$ cat config.mk
export PLATFORM = sky130hd
export DESIGN_NAME = rail_seq_ctrl
export DESIGN_NICKNAME = d
export VERILOG_FILES = /design/src/rtl/rsq_pkg.sv /design/src/rtl/rsq_sync.sv /design/src/rtl/rsq_step_timer.sv /design/src/rtl/rsq_level.sv /design/src/rtl/rail_seq_ctrl.sv
export SDC_FILE = /design/constraint.sdc
export NUM_CORES = 1
export LEC_CHECK = 0
export BUFFER_PORTS_ARGS = -buffer_cell sky130_fd_sc_hd__buf_2
export CORE_UTILIZATION = 45
export CTS_CLUSTER_DIAMETER = 80
export DETAILED_ROUTE_END_ITERATION = 7
export MAX_ROUTING_LAYER = met4
export PLACE_DENSITY = 0.73
export SLEW_MARGIN = 20
export SYNTH_ARGS = -nofsm -noshare
export SYNTH_HDL_FRONTEND = slang
export SYNTH_HIERARCHICAL = 1
export SYNTH_SLANG_ARGS = --single-unit
$ cat constraint.sdc
create_clock -name clk -period 10.65 [get_ports clk]
set_input_delay 2.13 -clock clk [delete_from_list [all_inputs] [get_ports clk]]
set_output_delay 2.13 -clock clk [all_outputs]
set_load 0.02 [all_outputs]
$ cat src/rtl/rsq_pkg.sv
package rsq_pkg;

    localparam int unsigned N_RAILS = 3;
    localparam int unsigned LVL_W   = $clog2(N_RAILS + 1);

    typedef logic [LVL_W-1:0]   level_t;
    typedef logic [N_RAILS-1:0] rail_vec_t;

    typedef enum logic [1:0] {
        DIR_HOLD = 2'd0,
        DIR_UP   = 2'd1,
        DIR_DOWN = 2'd2
    } dir_t;

    typedef struct packed {
        logic      req;
        rail_vec_t good;
    } seq_obs_t;

    // Level n means rails 0..n-1 are enabled (thermometer code).
    function automatic rail_vec_t level_to_en(level_t lv);
        rail_vec_t v;
        for (int i = 0; i < N_RAILS; i++) begin
            v[i] = (lv > level_t'(i));
        end
        return v;
    endfunction

    // Direction the sequencer wants to move from level lv.
    function automatic dir_t next_dir(seq_obs_t o, level_t lv);
        dir_t d;
        d = DIR_HOLD;
        if (o.req) begin
            if (lv < level_t'(N_RAILS)) begin
                if (lv == '0)
                    d = DIR_UP;
                else if (o.good[lv - 1'b1])
                    d = DIR_UP;
            end
        end else begin
            if (lv != '0) begin
                if (lv == level_t'(N_RAILS))
                    d = DIR_DOWN;
                else if (!o.good[lv])
                    d = DIR_DOWN;
            end
        end
        return d;
    endfunction

endpackage

$ cat src/rtl/rsq_sync.sv
module rsq_sync #(
    parameter int unsigned W      = 4,
    parameter int unsigned STAGES = 2
) (
    input  logic         clk,
    input  logic         rst,
    input  logic [W-1:0] d,
    output logic [W-1:0] q
);
    logic [W-1:0] stg [STAGES];

    always_ff @(posedge clk) begin
        if (rst) begin
            for (int i = 0; i < STAGES; i++) stg[i] <= '0;
        end else begin
            stg[0] <= d;
            for (int i = 1; i < STAGES; i++) stg[i] <= stg[i-1];
        end
    end

    assign q = stg[STAGES-1];
endmodule

$ cat src/rtl/rsq_step_timer.sv
module rsq_step_timer
    import rsq_pkg::*;
#(
    parameter int unsigned DELAY = 8
) (
    input  logic clk,
    input  logic rst,
    input  dir_t dir,
    output logic fire
);
    localparam int unsigned CW = $clog2(DELAY + 1);

    logic [CW-1:0] cnt;
    logic [CW-1:0] cnt_eff;
    dir_t          last_dir;

    // A change of direction restarts the count in the same cycle.
    assign cnt_eff = (dir == last_dir) ? cnt : '0;
    assign fire    = (dir != DIR_HOLD) && (cnt_eff == CW'(DELAY - 1));

    always_ff @(posedge clk) begin
        if (rst) begin
            cnt      <= '0;
            last_dir <= DIR_HOLD;
        end else begin
            last_dir <= dir;
            if (dir == DIR_HOLD || fire)
                cnt <= '0;
            else
                cnt <= cnt_eff + 1'b1;
        end
    end
endmodule

$ cat src/rtl/rsq_level.sv
module rsq_level
    import rsq_pkg::*;
(
    input  logic   clk,
    input  logic   rst,
    input  dir_t   dir,
    input  logic   fire,
    output level_t level
);
    always_ff @(posedge clk) begin
        if (rst) begin
            level <= '0;
        end else if (fire) begin
            if (dir == DIR_UP)
                level <= level + 1'b1;
            else if (dir == DIR_DOWN)
                level <= level - 1'b1;
        end
    end
endmodule

$ cat src/rtl/rail_seq_ctrl.sv
module rail_seq_ctrl
    import rsq_pkg::*;
#(
    parameter int unsigned DELAY_CYC = 25_000_000
) (
    input  logic                clk,
    input  logic                rst,
    input  logic                pwr_req,
    input  logic [N_RAILS-1:0]  rail_good,
    output logic [N_RAILS-1:0]  rail_en,
    output logic                all_good
);
    logic      req_s;
    rail_vec_t good_s;
    seq_obs_t  obs;
    level_t    level;
    dir_t      dir;
    logic      fire;

    rsq_sync #(.W(N_RAILS + 1), .STAGES(2)) u_sync (
        .clk (clk),
        .rst (rst),
        .d   ({pwr_req, rail_good}),
        .q   ({req_s, good_s})
    );

    assign obs = {req_s, good_s};
    assign dir = next_dir(obs, level);

    rsq_step_timer #(.DELAY(DELAY_CYC)) u_timer (
        .clk  (clk),
        .rst  (rst),
        .dir  (dir),
        .fire (fire)
    );

    rsq_level u_level (
        .clk   (clk),
        .rst   (rst),
        .dir   (dir),
        .fire  (fire),
        .level (level)
    );

    assign rail_en  = level_to_en(level);
    assign all_good = (level == level_t'(N_RAILS)) && (&good_s);
endmodule

== Yosys cells after proc, flatten, opt, wreduce, memory -nomap -nowiden ==
Memories as Yosys holds them, arrays and structs flattened.
Index checks and enable logic that the tools add are counted.
Operators by class
  $add $sub $neg: 3
  $mul: 0
  div/mod/pow operators: 0
  magnitude comparators: 6
  equality and inequality tests: 5
  shift-type cells: 0
  multiplexer cells: 19
  bitwise logic cells: 2
  reductions and logical operators: 11
Operators with widths (number)
  $add A25 B1 Y25 const B: 1
  $eq A25 B25 Y1 const B: 1
  $mux W25: 1
  $mux W2: 6
  $mux W1: 8
  $mux W4: 2
  $lt A2 B3 Y1 const B: 2
  $reduce_bool A2 Y1: 3
  $bmux W1 S2: 2
  $eq A2 B2 Y1 const B: 2
  $gt A2 B1 Y1 const B: 2
  $logic_not A2 Y1: 2
  $reduce_and A3 Y1: 1
  $add A2 B1 Y2 const B: 1
  $eq A2 B1 Y1 const B: 1
  $eq A2 B2 Y1: 1
  $gt A2 B2 Y1 const B: 1
  $logic_and A1 B1 Y1: 2
  $lt A2 B2 Y1 const B: 1
  $or A1 B1 Y1: 2
  $reduce_and A2 Y1: 1
  $reduce_or A2 Y1: 1
  $sub A2 B1 Y2 const B: 1
  $logic_or A1 B1 Y1: 1
Storage, ports and cells
  flip-flop bits (word level): 29
  latch bits: 0
  memory bits (writable): 8
  ROM bits: 0
  output and inout bits: 4
  logic and storage cells: 50
  memories: 1
Memories
  u_sync.stg: words 2, bits a word 4, read ports 2, clocked after memory_dff 0, write ports 2, RTL line rsq_sync.sv:10  | logic [W-1:0] stg [STAGES];

== Depth between registers and ports, before layout ==
Gate-level depths: netlist (run 1).
  word-level depth: 13
  mapped depth: 16
  gate-level depth less buffers: 15

== Cells and area by module ==
The synthesis (run 1) kept the hierarchy.
By module, submodules not included
  rsq_step_timer: times used 1, cells an instance 146, area each 1335.0 um^2, sequential area each 540.5 um^2
  rsq_sync: times used 1, cells an instance 20, area each 240.2 um^2, sequential area each 160.2 um^2
  rail_seq_ctrl: times used 1, cells an instance 16, area each 140.1 um^2, sequential area each 0.0 um^2
  rsq_level: times used 1, cells an instance 12, area each 108.9 um^2, sequential area each 40.0 um^2

== Least setup slack after synthesis (run 1) ==
OpenSTA, ideal clock, no wires.
  path kind: reg-to-reg
  start: reg u_level.level[0]
  end: reg u_level.level[1]
  setup time: 0.116 ns
  arrival time: 3.656 ns
  required time: 10.534 ns
  setup slack: 6.879 ns
  stages on the path, launching flop included: 16
  buffers on the path: 1
  period minus slack after synthesis: 3.771 ns
  path through: dfxtp_1 ha_1 and4bb_2 a2111oi_2 xor2_2 nor2_1 clkbuf_1 and2_1 ha_1 and3_1 nand3_1 nor4_4 nor2b_1 and2b_1 a21oi_1 a31o_1
On the way
  elaborated cells between the ends (all ways): 28
  classes of those cells: add/sub: 2; order compare: 1; eq/ne: 5; mux: 14; reduce/logical: 6
RTL lines
  start: declaration: RTL line rsq_level.sv:8  | output level_t level
  start signal: assignment: RTL line rsq_level.sv:15  | level <= level + 1'b1;
  start signal: assignment: RTL line rsq_level.sv:17  | level <= level - 1'b1;
  $bmux W1 S2: RTL line rsq_pkg.sv:44  | else if (!o.good[lv])
  $mux W1 (implied by the code): RTL line rsq_pkg.sv:44
  $mux W2: RTL line rsq_pkg.sv:44
  $mux W2: RTL line rsq_pkg.sv:42  | if (lv == level_t'(N_RAILS))
  $mux W2 (*): RTL line rsq_pkg.sv:41  | if (lv != '0) begin
  $mux W2 (*): RTL line rsq_pkg.sv:33  | if (o.req) begin
  via dir[1]: RTL line rail_seq_ctrl.sv:17  | dir_t dir;
  $eq A2 B2 Y1: RTL line rsq_step_timer.sv:18  | assign cnt_eff = (dir == last_dir) ? cnt : '0;
  $mux W25: RTL line rsq_step_timer.sv:18
  $eq A25 B25 Y1: RTL line rsq_step_timer.sv:19  | assign fire = (dir != DIR_HOLD) && (cnt_eff == CW'(DELAY - 1));
  $logic_and A1 B1 Y1 (*): RTL line rsq_step_timer.sv:19
  via fire: RTL line rail_seq_ctrl.sv:18  | logic fire;
  $reduce_and A2 Y1 (no line) (*)
The timed path passes the listed nets; every way through them passes the cells marked *. The select of a mux whose other input is x is not followed.
A chain may end at the register's enable or synchronous reset.

== Final worst setup path (run 1) ==
  start: reg u_level.level[0]
  end: reg u_timer.cnt[16]
On the way
  word-level cells in the longest chain between the ends: 13
  elaborated cells between the ends (all ways): 25
  classes of those cells: add/sub: 2; order compare: 1; eq/ne: 3; mux: 12; reduce/logical: 7
Ends and longest elaborated chain
  $sub A2 B1 Y2: RTL line rsq_pkg.sv:37  | else if (o.good[lv - 1'b1])
  $bmux W1 S2: RTL line rsq_pkg.sv:37
  $mux W1 (implied by the code): RTL line rsq_pkg.sv:37
  $mux W1: RTL line rsq_pkg.sv:37
  $mux W1: RTL line rsq_pkg.sv:35  | if (lv == '0)
  $mux W1: RTL line rsq_pkg.sv:34  | if (lv < level_t'(N_RAILS)) begin
  $mux W2 (*): RTL line rsq_pkg.sv:33
  via dir[0]: RTL line rail_seq_ctrl.sv:17
  branches (longest 6 deep; another with $add A25 B1 Y25)
  end signal: assignment: RTL line rsq_step_timer.sv:30  | cnt <= cnt_eff + 1'b1;
  end: declaration: RTL line rsq_step_timer.sv:13  | logic [CW-1:0] cnt;
Mark *: on every way through the listed nets, which the timed path passes. The select of a mux whose other input is x is not followed.

==> summary.txt, run 1 <==
HP Start - u_sync/stg[0][1]
Gpl congestion - 0.878
Maximum clock path buffer count - 2
Final Critical Period - 4.32 ns
Tcrit/Tclk final - 40.6%
Antenna Cells - 0
Detail Route Antenna Nets - 0
Post-Route WL - 3.05 mm
Post-Place Setup Slack - 6.33 ns
Clock skew after layout - 0.00771 ns
Largest net degree at the start of global routing - 19
GRT Residual Overflow - 0
Final net count - 215
Fmax - 232 MHz
Final setup viols - 0
Initial DRT Pass Iterations - 4
Critical Path RT - 10.82 ns
Unrepaired setup endpoints after global routing - false
CTS tree - built
Synth unique cells - 45
Ports - 10
Sequential share of power - 58.9%
Crit path DAT - 4.49 ns
Final Worst Setup Slack - 6.33 ns
Seq/Total Area, Yosys - 40.6%
Fillcell total - 343
Yosys reg bits - 37
Warnings from Yosys - 6
Worst R2R Path Depth - 13
CTS H-tree lvls - 2
Logic pwr share - 2.7%
Outcome - completed
Starting Density - 48.4%
Core ar. - 0.00377 mm2
Vias in the first global route - 1,309
Routed WL per cell - 12.0 um
Setup Fix Bufs, Post-CTS - 0
Mean post-synth cell area - 9.40 um2
DP HPWL - 2.19 mm
Clock Latency Late Sink - 0.28 ns
Maximum vdd drop - 0.0685 mV
Leakage - 0.724 nW
CTS Hold Buffers Added - 0
Die Footprint - 0.00431 mm2
Post-Route Setup TNS - 0 ns
Buffers on Ports - 9
Mapped Area - 0.00182 mm2
EDFF count, synth - 0
R2r startpoint - u_level/level[0]
Sink Count - 37
Sw power - 0.0497 mW
Mapped Cells - 194
Clock share of power - 38.3%
Resized Gates After CTS - 0
CP Capture Type - flop
Initial antenna violation count - 0
Fraction of power spent switching nets - 20.8%
Final hold violation count - 0
Clock buffer count from CTS - 5
P per Cell Area - 121 mW/mm2
Flop2flop setup slack - 6.33 ns
Rows - 22
Worst-path clk slew - 0.07 ns
Mapped Nets - 205
End point of the critical path - u_timer/cnt[16]
Die width - 65.7 um
Hold/Removal Path Class - flop to flop
Vias after detailed routing - 1,297
Int Pwr - 0.189 mW
Dominant synthesized flop cell - dfxtp_1
Crit-path max FO - 12
GRT Total Usage - 17.3%
RR Endpoint - u_timer/cnt[16]
Commonest non-fill, non-tap cells in the layout - 37 x dfxtp_1, 35 x nor2_1, 13 x xor2_1
Synth-to-Final Area Change - 7.68%
Critical path class - flop to flop
First-pass GRT wire length - 5.62 mm
DR vias/cell - 5.13
Final Max Tran Viols - 0
DIE HEIGHT - 65.7 um
Critical Path Source - u_level/level[0]
Layout cells sized above 1 - 14.1%
Worst setup SP type - flop
DRT iter0 DRCs - 66
Measured slew at the worst slew-check pin - 0.882 ns
DR DRC count - 0
Most common cell after layout, fill and taps aside - dfxtp_1
Share of flip-flops with an asynchronous set or reset - 0%
Slew Limit Headroom - 41.0%
Max-cap viol count - 0
Clock Tree Root - clkbuf_8
==> metrics by stage <==
step / hold WS (ns) / utilization [%] / area [um2] / std cells / power (mW)
6_report: 0.426 / 52.1 / 1960 / 253 / 0.239
5_1_grt: 0.451 / 52.1 / 1960 / 253 / 0.248
4_1_cts: 0.428 / 52.1 / 1960 / 253 / 0.242
3_5_place_dp: 0.422 / 50.0 / 1880 / 245 / 0.150
3_3_place_gp: 0.417 / 50.0 / 1880 / 245 / 0.150
2_1_floorplan: 0.414 / - / 1820 / 194 / 0.149
==> synth_stat cells, types with 2 or more instances <==
cell type,number,area (um2)
nand4_1,10,62.6
inv_1,7,26.3
xnor2_1,11,96.3
nor2_1,35,131
and2_1,4,25.0
a21oi_1,2,10.0
ha_1,5,62.6
nand3_1,9,45.0
and3_1,3,18.8
xor2_1,13,114
nand2_1,9,33.8
dfxtp_1,37,741
nand2b_1,3,18.8
nor4b_1,2,17.5
nor2b_1,11,68.8
buf_4,4,30.0
==> registers in the layout (all words and copies together) (netlist names) <==
register,cells
u_timer/last_dir,2
u_sync/stg,8
u_timer/cnt,25
u_level/level,2
==> cell type report <==
cell class / instances / area (um2) / area share (%)
multi-input combinational: 144 / 1010 / 51.5
sequential: 37 / 741 / 37.7
clock buffer: 8 / 80.1 / 4.08
tap: 48 / 60.1 / 3.06
timing repair buffer: 9 / 45.0 / 2.29
inverter: 7 / 26.3 / 1.34
==> worst min-delay path by stage <==
stage	endpoint	cells past startpoint	slack, ns
detailed placement	u_sync/stg[0][6]	1	0.42
global route	u_sync/stg[0][7]	1	0.45
CTS	u_sync/stg[0][5]	1	0.43
finish	u_sync/stg[0][5]	1	0.43
global placement	u_sync/stg[0][7]	1	0.42
floorplan	u_sync/stg[0][4]	1	0.41
==> cells by family (layout without fill, tap and decap cells) <==
group / count (synthesis) / after routing / synth area share [%]
AOI/OAI and AO/OA: 10 / 10 / 4.46
xor gates and xnor gates: 25 / 25 / 12.4
adders and majority gates: 5 / 5 / 3.43
buffers and inverters: 13 / 24 / 3.91
DFF: 37 / 37 / 40.6
muxes: 2 / 2 / 1.37
and+or+nand+nor: 102 / 102 / 33.8
==> metal layers <==
metal,GRT usage [%],share of wire (%),vias up
met5,-,0,-
met1,22.1,52,592
met3,3.30,2.8,11
met2,25.6,42,14
met4,8.97,2.8,0
li1,-,-,680
==> power groups by stage <==
stage,clock [mW],sequential [mW],combinational [mW]
detailed placement,0,0.144,0.00663
floorplan,0,0.143,0.00549
finish,0.0915,0.141,0.00652
global placement,0,0.144,0.00649
CTS,0.0946,0.141,0.00666
global route,0.100,0.141,0.00737
==> worst max-delay path: stages, from the launching register on <==
cell and delay, ns:
dfxtp_1 0.51, inv_1 0.08, ha_1 0.32, mux2i_1 0.12
a311oi_1 0.54, xor2_1 0.26, nor2_1 0.73, and2_1 0.26
ha_1 0.20, nand4_1 0.15, nor3_1 0.58, nand2_1 0.16
xnor2_1 0.22, nor2_1 0.05
Power figures use the tool's default switching activity.
==> run 2, diff against run 1 <==
clock period = 4.04 ns   (was 10.65 ns; I/O delays follow)
==> summary.txt, run 2 (synthesis results as in run 1) <==
Outcome - completed
DRT iter0 DRCs - 82
Vias after detailed routing - 1,328
Area of the multi-input gates - 0.00101 mm2
Gpl congestion - 0.805
Critical path class - flop to flop
Maximum vdd drop - 0.284 mV
Post-Place Setup Slack - 0.418 ns
Layout cells sized above 1 - 16.7%
Final setup viols - 0
Max-cap viol count - 0
HP Start - u_sync/stg[0][1]
Starting Density - 48.4%
Most common cell after layout, fill and taps aside - dfxtp_1
Worst-path clk slew - 0.07 ns
R2r startpoint - u_level/level[0]
Critical Path Source - u_level/level[0]
Fmax - 274 MHz
Crit path DAT - 3.83 ns
Antenna Cells - 0
Hold/Removal Path Class - flop to flop
P per Cell Area - 319 mW/mm2
Rows - 22
Sink Count - 37
Crit-path max FO - 9
Final hold violation count - 0
Worst setup SP type - flop
Resized Gates After CTS - 0
Unrepaired setup endpoints after global routing - false
Clock skew after layout - 0.00267 ns
Buffers on Ports - 9
DP HPWL - 2.35 mm
Largest net degree at the start of global routing - 19
Initial antenna violation count - 0
Clock Tree Root - clkbuf_8
DIE HEIGHT - 65.7 um
CP Capture Type - flop
Ports - 10
First-pass GRT wire length - 5.71 mm
Die Footprint - 0.00431 mm2
Routed WL per cell - 12.8 um
Final net count - 219
Final Worst Setup Slack - 0.395 ns
DR DRC count - 0
Post-Route Setup TNS - 0 ns
Sequential standard cell area - 741 um2
Hold slack - 0.437 ns
Vias in the first global route - 1,352
Synth-to-Final Area Change - 9.47%
Clock buffer count from CTS - 5
CTS tree - built
Maximum clock path buffer count - 2
CTS Hold Buffers Added - 0
Slew Limit Headroom - 62.8%
Setup Fix Bufs, Post-CTS - 0
Max reg flops - 25
Fillcell total - 337
Final Max Tran Viols - 0
GRT Residual Overflow - 0
Tcrit/Tclk final - 90.2%
Most flop-heavy register - u_timer/cnt
Commonest non-fill, non-tap cells in the layout - 37 x dfxtp_1, 35 x nor2_1, 13 x xor2_1
Post-Route WL - 3.28 mm
Measured slew at the worst slew-check pin - 0.556 ns
Critical Path RT - 4.23 ns
GRT Total Usage - 18.2%
Initial DRT Pass Iterations - 4
Final Critical Period - 3.65 ns
Core ar. - 0.00377 mm2
Clock Latency Late Sink - 0.29 ns
Biggest regs - u_timer/cnt: 25 flops, u_sync/stg: 8 flops
CTS H-tree lvls - 2
DR vias/cell - 5.17
Die width - 65.7 um
Leakage - 0.750 nW
Detail Route Antenna Nets - 0
-- run 2: where the power goes --
group / total (mW) / leakage (nW) / switching [mW] / internal, mW
Clock: 0.247 / 0.0450 / 0.127 / 0.119
Sequential: 0.371 / 0.300 / 0.00179 / 0.369
Combinational: 0.0192 / 0.405 / 0.0113 / 0.00785
Total: 0.636 / 0.750 / 0.140 / 0.496
-- run 2: layer usage --
layer  share of wire (%)  global-route usage, %  up-vias
li1                    -                      -      679
met1                  46                   20.2      624
met2                  48                   28.6       17
met3                 3.5                   5.03        8
met4                 2.5                   12.0        0
met5                   0                      -        -
-- run 2: per-stage QoR --
stage	area, um2	total power [mW]	instances	util, %
after global placement	1910	0.398	249	50.8
final	2000	0.636	257	53.0
after CTS	2000	0.645	257	53.0
after floorplan	1820	0.392	194	-
after detailed placement	1910	0.398	249	50.8
after global routing	2000	0.663	257	53.0
-- run 2: layout make-up --
class / instances / share of cell area, %
clock inverters: 2 / 0.501
clock buffers: 6 / 3.63
inverters: 7 / 1.32
well taps: 48 / 3.01
flip-flops and latches: 37 / 37.1
repair buffers: 13 / 3.76
multi-input cells: 144 / 50.7
-- run 2: path summary, 6_finish.rpt --
kind	end	slack (ns)	cells after the start
worst max-delay path	u_level/level[1]	0.39	16
worst min-delay path	u_sync/stg[0][5]	0.44	1
worst max register to register	u_level/level[1]	0.39	16
worst min register to register	u_sync/stg[0][5]	0.44	1
-- run 2: critical path, stage by stage, from the launching register on --
cell and delay, ns:
dfxtp_1 0.52, inv_1 0.08, ha_1 0.33, mux2i_1 0.13
a311oi_1 0.28, buf_4 0.18, xor2_1 0.12, nor2_1 0.33
and2_1 0.22, ha_1 0.20, and3_1 0.21, nand3_1 0.16
nor4_4 0.20, nor2b_1 0.15, and2b_1 0.18, a21oi_1 0.07
a31o_1 0.18
